$ cat src/rtl/pwr_wake_pkg.sv
package pwr_wake_pkg;

   typedef struct packed {
      logic redir;
      logic kp_ie;
      logic kp_flag;
   } route_reg_t;

   typedef struct packed {
      logic pd;
      logic lpbk;
      logic ssel;
   } power_reg_t;

   function automatic int unsigned cnt_width(input int unsigned n);
      return (n <= 2) ? 1 : $clog2(n);
   endfunction

endpackage

$ cat src/rtl/pwr_delay_timer.sv
module pwr_delay_timer #(
   parameter int unsigned DELAY = 32
) (
   input  logic clk,
   input  logic rst_n,
   input  logic clr,
   input  logic en,
   output logic expire
);
   localparam int unsigned CW = pwr_wake_pkg::cnt_width(DELAY);
   localparam logic [CW-1:0] LIMIT = CW'(DELAY - 1);

   logic [CW-1:0] cnt_q;

   assign expire = en && (cnt_q == LIMIT);

   always_ff @(posedge clk or negedge rst_n) begin
      if (!rst_n)               cnt_q <= '0;
      else if (clr)             cnt_q <= '0;
      else if (en && !expire)   cnt_q <= cnt_q + CW'(1);
   end
endmodule

$ cat src/rtl/pwr_wake_regs.sv
module pwr_wake_regs
   import pwr_wake_pkg::*;
#(
   parameter int unsigned      ADDR_W      = 16,
   parameter logic [ADDR_W-1:0] ROUTE_ADDR = 16'hFF94,
   parameter logic [ADDR_W-1:0] POWER_ADDR = 16'hFFF1
) (
   input  logic              clk,
   input  logic              rst_n,
   input  logic [ADDR_W-1:0] addr,
   input  logic              wr,
   input  logic              rd,
   input  logic [7:0]        wdata,
   input  logic              kp_evt,
   input  logic              wake_req,
   output route_reg_t        route_q,
   output power_reg_t        power_q,
   output logic [7:0]        rdata,
   output logic              route_rd,
   output logic              pd_drop
);
   logic sel_route, sel_power, wake_exit, unused_wbits;

   assign sel_route    = (addr == ROUTE_ADDR);
   assign sel_power    = (addr == POWER_ADDR);
   assign route_rd     = rd && !wr && sel_route;
   assign wake_exit    = wake_req && power_q.pd;
   assign pd_drop      = power_q.pd && (wake_exit || (wr && sel_power && !wdata[7]));
   assign unused_wbits = ^wdata[6:2];

   always_comb begin
      rdata = 8'h00;
      if (rd && sel_route)
         rdata = {route_q.redir, 5'b0, route_q.kp_ie, route_q.kp_flag};
      else if (rd && sel_power)
         rdata = {power_q.pd, 5'b0, power_q.lpbk, power_q.ssel};
   end

   always_ff @(posedge clk or negedge rst_n) begin
      if (!rst_n) begin
         route_q <= '0;
      end else begin
         if (wr && sel_route) begin
            route_q.redir <= wdata[7];
            route_q.kp_ie <= wdata[1];
         end else if (route_rd) begin
            route_q.redir <= 1'b0;
         end
         if (kp_evt)
            route_q.kp_flag <= 1'b1;
         else if (wr && sel_route && !wdata[0])
            route_q.kp_flag <= 1'b0;
      end
   end

   always_ff @(posedge clk or negedge rst_n) begin
      if (!rst_n) begin
         power_q <= '0;
      end else begin
         if (wake_exit)
            power_q.pd <= 1'b0;
         else if (wr && sel_power)
            power_q.pd <= wdata[7];
         if (wr && sel_power) begin
            power_q.lpbk <= wdata[1];
            power_q.ssel <= wdata[0];
         end
      end
   end
endmodule

$ cat src/rtl/pwr_wake_route.sv
module pwr_wake_route #(
   parameter int unsigned USR_W = 8
) (
   input  logic             redir,
   input  logic             kp_ie,
   input  logic             kp_flag,
   input  logic             kp_evt,
   input  logic             sc_evt,
   input  logic [USR_W-1:0] usr_evt,
   input  logic             wake_pend,
   output logic             wake_req,
   output logic             irq0,
   output logic             irq4,
   output logic             irq5
);
   logic [USR_W:0] usr_or;

   assign usr_or[0] = 1'b0;
   for (genvar i = 0; i < USR_W; i++) begin : g_usr
      assign usr_or[i+1] = usr_or[i] | usr_evt[i];
   end

   assign wake_req = redir && (kp_evt || sc_evt || usr_or[USR_W]);
   assign irq0     = wake_pend || (!redir && usr_or[USR_W]);
   assign irq4     = !redir && sc_evt;
   assign irq5     = !redir && kp_ie && kp_flag;
endmodule

$ cat src/rtl/pwr_wake_ctl.sv
module pwr_wake_ctl
   import pwr_wake_pkg::*;
#(
   parameter int unsigned       ADDR_W      = 16,
   parameter int unsigned       USR_W       = 8,
   parameter int unsigned       PD_DELAY    = 32,
   parameter int unsigned       WAKE_DELAY  = 512,
   parameter logic [ADDR_W-1:0] ROUTE_ADDR  = 16'hFF94,
   parameter logic [ADDR_W-1:0] POWER_ADDR  = 16'hFFF1
) (
   input  logic              clk,
   input  logic              rst_n,
   input  logic [ADDR_W-1:0] bus_addr,
   input  logic              bus_wr,
   input  logic              bus_rd,
   input  logic [7:0]        bus_wdata,
   output logic [7:0]        bus_rdata,
   input  logic              kp_evt,
   input  logic              sc_evt,
   input  logic [USR_W-1:0]  usr_evt,
   output logic              ana_en,
   output logic              pwr_save_force,
   output logic              uart_lpbk,
   output logic              ser_sel,
   output logic              irq0,
   output logic              irq4,
   output logic              irq5
);
   if (PD_DELAY < 2) begin : g_bad_pd
      $error("PD_DELAY must be at least 2");
   end
   if (WAKE_DELAY <= PD_DELAY) begin : g_bad_wake
      $error("WAKE_DELAY must exceed PD_DELAY");
   end
   if (USR_W < 1) begin : g_bad_usr
      $error("USR_W must be at least 1");
   end
   if (ROUTE_ADDR == POWER_ADDR) begin : g_bad_addr
      $error("register addresses must differ");
   end

   route_reg_t route_q;
   power_reg_t power_q;
   logic route_rd, pd_drop, wake_req, redir_on;
   logic ana_off_q, pd_expire, wk_busy_q, wk_expire, wake_pend_q;

   pwr_wake_regs #(
      .ADDR_W(ADDR_W), .ROUTE_ADDR(ROUTE_ADDR), .POWER_ADDR(POWER_ADDR)
   ) u_regs (
      .clk(clk), .rst_n(rst_n), .addr(bus_addr), .wr(bus_wr), .rd(bus_rd),
      .wdata(bus_wdata), .kp_evt(kp_evt), .wake_req(wake_req),
      .route_q(route_q), .power_q(power_q), .rdata(bus_rdata),
      .route_rd(route_rd), .pd_drop(pd_drop)
   );

   assign redir_on = route_q.redir;

   pwr_wake_route #(.USR_W(USR_W)) u_route (
      .redir(redir_on), .kp_ie(route_q.kp_ie), .kp_flag(route_q.kp_flag),
      .kp_evt(kp_evt), .sc_evt(sc_evt), .usr_evt(usr_evt),
      .wake_pend(wake_pend_q), .wake_req(wake_req),
      .irq0(irq0), .irq4(irq4), .irq5(irq5)
   );

   pwr_delay_timer #(.DELAY(PD_DELAY)) u_pd_tmr (
      .clk(clk), .rst_n(rst_n), .clr(!power_q.pd),
      .en(power_q.pd && !ana_off_q), .expire(pd_expire)
   );

   pwr_delay_timer #(.DELAY(WAKE_DELAY)) u_wk_tmr (
      .clk(clk), .rst_n(rst_n), .clr(!wk_busy_q),
      .en(wk_busy_q), .expire(wk_expire)
   );

   always_ff @(posedge clk or negedge rst_n) begin
      if (!rst_n) begin
         ana_off_q   <= 1'b0;
         wk_busy_q   <= 1'b0;
         wake_pend_q <= 1'b0;
      end else begin
         if (!power_q.pd || pd_drop) ana_off_q <= 1'b0;
         else if (pd_expire)         ana_off_q <= 1'b1;

         if (wk_expire)                   wk_busy_q <= 1'b0;
         else if (wake_req && !wk_busy_q) wk_busy_q <= 1'b1;

         if (wk_expire)     wake_pend_q <= 1'b1;
         else if (route_rd) wake_pend_q <= 1'b0;
      end
   end

   assign ana_en         = !ana_off_q;
   assign pwr_save_force = power_q.pd;
   assign uart_lpbk      = power_q.lpbk;
   assign ser_sel        = power_q.ssel;
endmodule

$ cat config.mk
export PLATFORM = sky130hd
export DESIGN_NAME = pwr_wake_ctl
export DESIGN_NICKNAME = d
export VERILOG_FILES = /design/src/rtl/pwr_wake_pkg.sv /design/src/rtl/pwr_delay_timer.sv /design/src/rtl/pwr_wake_regs.sv /design/src/rtl/pwr_wake_route.sv /design/src/rtl/pwr_wake_ctl.sv
export SDC_FILE = /design/constraint.sdc
export NUM_CORES = 1
export LEC_CHECK = 0
export CORE_MARGIN = 3
export CORE_UTILIZATION = 24
export CTS_BUF_LIST = sky130_fd_sc_hd__clkbuf_8
export CTS_CLUSTER_SIZE = 16
export DETAILED_ROUTE_END_ITERATION = 7
export DONT_BUFFER_PORTS = 1
export PLACE_DENSITY = 0.45
export SLEW_MARGIN = 25
export SYNTH_ARGS = -nofsm -noshare
export SYNTH_HDL_FRONTEND = slang
export SYNTH_HIERARCHICAL = 1
export SYNTH_SLANG_ARGS = --single-unit
$ cat constraint.sdc
create_clock -name clk -period 2.25 [get_ports clk]
set_clock_uncertainty 0.15 [all_clocks]
set_input_delay 0.45 -clock clk [delete_from_list [all_inputs] [get_ports clk]]
set_output_delay 0.45 -clock clk [all_outputs]
set_load 0.02 [all_outputs]
==> impl_results.rst <==
.. list-table::
   :header-rows: 1

   * - Metric
     - Value
   * - Final min period
     - about 2100 ps
   * - Worst skew pair latency
     - 260 ps
   * - Maximum count of clock buffers along a single path
     - 2
   * - Number of sinks driven by the clock tree
     - 23
   * - Setup repair after global routing missed its margin
     - false
   * - RePlAce Congestion
     - ~0.76
   * - Number of pins exceeding their max-slew limit in the final report
     - 0
   * - Vias post-DR
     - 996
   * - Total GRT Usage
     - 0.0921
   * - Die Width
     - 80.3 µm
   * - Mean cell area of the mapped netlist
     - between 9 and 10 µm²
   * - Diode count
     - 0
   * - Most area-consuming cells after synthesis
     - dfrtp_1 (43%), nor2_1 (4.0%), a21oi_1 (3.8%)
   * - Actual transition at the worst max-transition pin
     - around 530 ps
   * - Endpoint of the lowest-slack register-to-register path
     - u_wk_tmr/cnt_q[7]$_DFFE_PN0P_
   * - Chip Height
     - 80.3 µm
   * - Number of buffers created by CTS
     - 3
   * - Upper clock frequency limit
     - 477 MHz
   * - DRC marker count from the first detailed-route iteration
     - 37
   * - Number of flip-flops and latches in the synthesized netlist
     - 23
   * - Proportion of netlist area held by the largest area contributor
     - 0.435
   * - Antenna violations before repair
     - 0
   * - P_leak
     - about 0.67 nW
   * - CP endpoint kind
     - output pin
   * - Average vias per placed instance
     - about 4.7
   * - Clock root buffer master
     - clkbuf_8
   * - Worst reg-to-reg setup slack
     - 160 ps
   * - Sequential share of the synthesized area
     - 0.435
   * - Fraction of final layout cells sized beyond drive strength 1
     - 0.133
   * - Initial core utilization
     - 0.254
   * - Startpoint class of the critical path
     - input port
   * - Post-Layout Cell Count
     - 213
   * - Resize count post-CTS
     - 0
   * - Detailed Place HPWL
     - between 2 and 2.5 mm
   * - Count of yosys warnings during synthesis
     - 6
   * - Wire length of the first global-routing pass
     - between 4 and 5 mm
   * - Total negative slack for setup checks
     - 0 ps
   * - First-pass DRT Iterations
     - 4
   * - Slew margin rel.
     - 0.650
   * - Core Area
     - 0.00520 mm²
   * - Dominant cell type by area after synthesis
     - dfrtp_1
   * - Final setup viols
     - 0
   * - Clock edge transition at the registers on the reported setup and hold paths
     - ~80 ps
   * - Overflow left after global routing
     - 0
   * - Dominant synthesized flop cell
     - dfrtp_1
   * - Remaining DRCs
     - 0
   * - Least setup slack across all paths after layout
     - approximately 160 ps
   * - TritonCTS clock tree
     - yes
   * - Maximum number of pins on one net before global-route repair
     - 24
   * - Outcome
     - complete, no violations
   * - Share of async-settable or async-resettable flops after synthesis
     - 1.00
   * - CTS H-tree lvls
     - 1
   * - Gate count after technology mapping
     - between 100 and 150
   * - Die Area
     - around 0.0064 mm²
   * - Maximum Capacitance Violations
     - 0
   * - Final wirelength
     - ~2.8 mm
   * - Worst EP arrival
     - 1490 ps
   * - Number of library cell types mapped by synthesis
     - 43
   * - Power density over cell area
     - roughly 540 mW/mm²
   * - Number of global-route vias before repair
     - between 1000 and 1500
   * - Number of buffers added on ports
     - 0
   * - Maximum fanout along the worst path
     - 3
   * - Worst slack after detailed placement
     - about 130 ps
   * - Data required time of the worst path
     - about 1700 ps
   * - Final period util
     - 0.931
   * - R2r startpoint
     - u_wk_tmr/cnt_q[1]$_DFFE_PN0P_
   * - Routed wire length per instance
     - between 10 and 15 µm
   * - Largest vdd supply drop
     - between 0.0003 and 0.0004 V
   * - Number of placed instances with taps included
     - between 200 and 250
   * - Area overhead of the layout relative to synthesis
     - 10.3%
   * - Post-Synthesis Cell Area
     - 0.00132 mm²
   * - Core utilization of the finished layout
     - 0.281
   * - EDFF count, synth
     - 0
   * - # rows
     - 26
   * - Type of the setup path with the least slack
     - input port to output pin
   * - Post-layout total power
     - 0.786 mW
   * - Antenna viol nets, final
     - 0
   * - Register-to-Register Path Depth
     - 7
   * - I/O Pins
     - 53
   * - Final hold violation count
     - 0
   * - Worst min-delay path category
     - input port to asynchronous set/reset pin
   * - Final #Nets
     - between 150 and 200
-- state kept, by name (all words and copies together) (netlist names) --
name / flops
u_regs/route_q: 3
u_wk_tmr/cnt_q: 9
ana_off_q: 1
wake_pend_q: 1
u_pd_tmr/cnt_q: 5
wk_busy_q: 1
u_regs/power_q: 3
-- area by class of cell --
cell class	count	area (µm²)
Tap cell	70	87.6
Multi-Input combinational cell	105	694
Inverter	6	22.5
Fill cell	552	3740
Clock buffer	3	41.3
Sequential cell	23	576
Clock inverter	1	3.75
Timing Repair Buffer	5	35.0
-- Yosys cell counts, drive strengths merged, types with 3 or more instances --
cell / count
or3: 4
buf: 6
nor2: 15
inv: 6
mux2: 3
dfrtp: 23
ha: 4
a21oi: 10
nand2: 12
nand3: 4
o21ai: 4
nor3: 5
and4b: 3
and2: 3
a22o: 4
-- cell families (layout without fill, tap and decap cells) --
group | after synthesis | after routing | synth area share
compound gates | 25 | 25 | 0.120
xor+xnor | 4 | 4 | 0.0265
fa+ha+maj | 4 | 4 | 0.0378
buf+inv | 13 | 15 | 0.0520
flops | 23 | 23 | 0.435
mux | 5 | 5 | 0.0463
other cells | 1 | 5 | 0.00283
simple gates | 62 | 62 | 0.280
-- worst max-delay path, cell delays in order --
cell	delay, ps
and4b_1	240
nand3_1	120
nor3_1	350
a22o_1	330
-- stage by stage --
stage	instance area, µm²	hold slack, ps
final	1460	8.43
after floorplan	1340	4.41
after detailed placement	1400	5.77
after global placement	1400	5.72
after CTS	1460	168
after global routing	1460	50.7
-- placed cells by master, fill, tap and decap left out, drive strengths merged --
cell	count
a211oi	1
a21o	2
a21oi	10
a22o	4
and2	3
and3	1
and4	1
and4b	3
buf	5
clkbuf	3
conb	5
dfrtp	23
ha	4
inv	7
mux2	3
mux2i	2
nand2	12
nand2b	2
nand3	4
nand3b	2
nand4b	1
nor2	15
nor2b	2
nor3	5
nor4	2
nor4b	1
o21a	1
o21ai	4
o31a	1
o31ai	2
or2	2
or3	4
or4	2
xnor2	2
xor2	2
-- where the power goes --
part	switching [mW]	total, mW	internal (mW)
sequential	0.0196	0.456	0.436
combinational	0.0521	0.0821	0.0300
clock	0.127	0.248	0.122
-- metal layers --
metal / vias up / routed length, µm / track usage / share of wire
met2: 30 / 1480 / 0.170 / 0.54
met1: 479 / 1080 / 0.102 / 0.39
li1: 487 / - / - / -
met3: 0 / 193 / 0.0392 / 0.070
met4: 0 / 0 / 0.00507 / 0
met5: - / 0 / 0 / 0
-- how the worst max path moves through the flow --
stage / from / endpoint
global route: u_wk_tmr/cnt_q[1]$_DFFE_PN0P_ / u_wk_tmr/cnt_q[7]$_DFFE_PN0P_
finish: bus_addr[1] / bus_rdata[0]
CTS: u_wk_tmr/cnt_q[1]$_DFFE_PN0P_ / u_wk_tmr/cnt_q[7]$_DFFE_PN0P_
global placement: u_wk_tmr/cnt_q[1]$_DFFE_PN0P_ / u_wk_tmr/cnt_q[7]$_DFFE_PN0P_
floorplan: u_wk_tmr/cnt_q[0]$_DFFE_PN0P_ / u_wk_tmr/cnt_q[7]$_DFFE_PN0P_
detailed placement: u_wk_tmr/cnt_q[1]$_DFFE_PN0P_ / u_wk_tmr/cnt_q[7]$_DFFE_PN0P_
-- repair_timing --
item / CTS / global route
setup buffers: 0 / 1
endpoints found under the hold margin: 23 / 0
endpoints found under the setup margin: 0 / 1
hold buffers: 1 / 0
No activity file was read; power rests on OpenSTA's default activity.
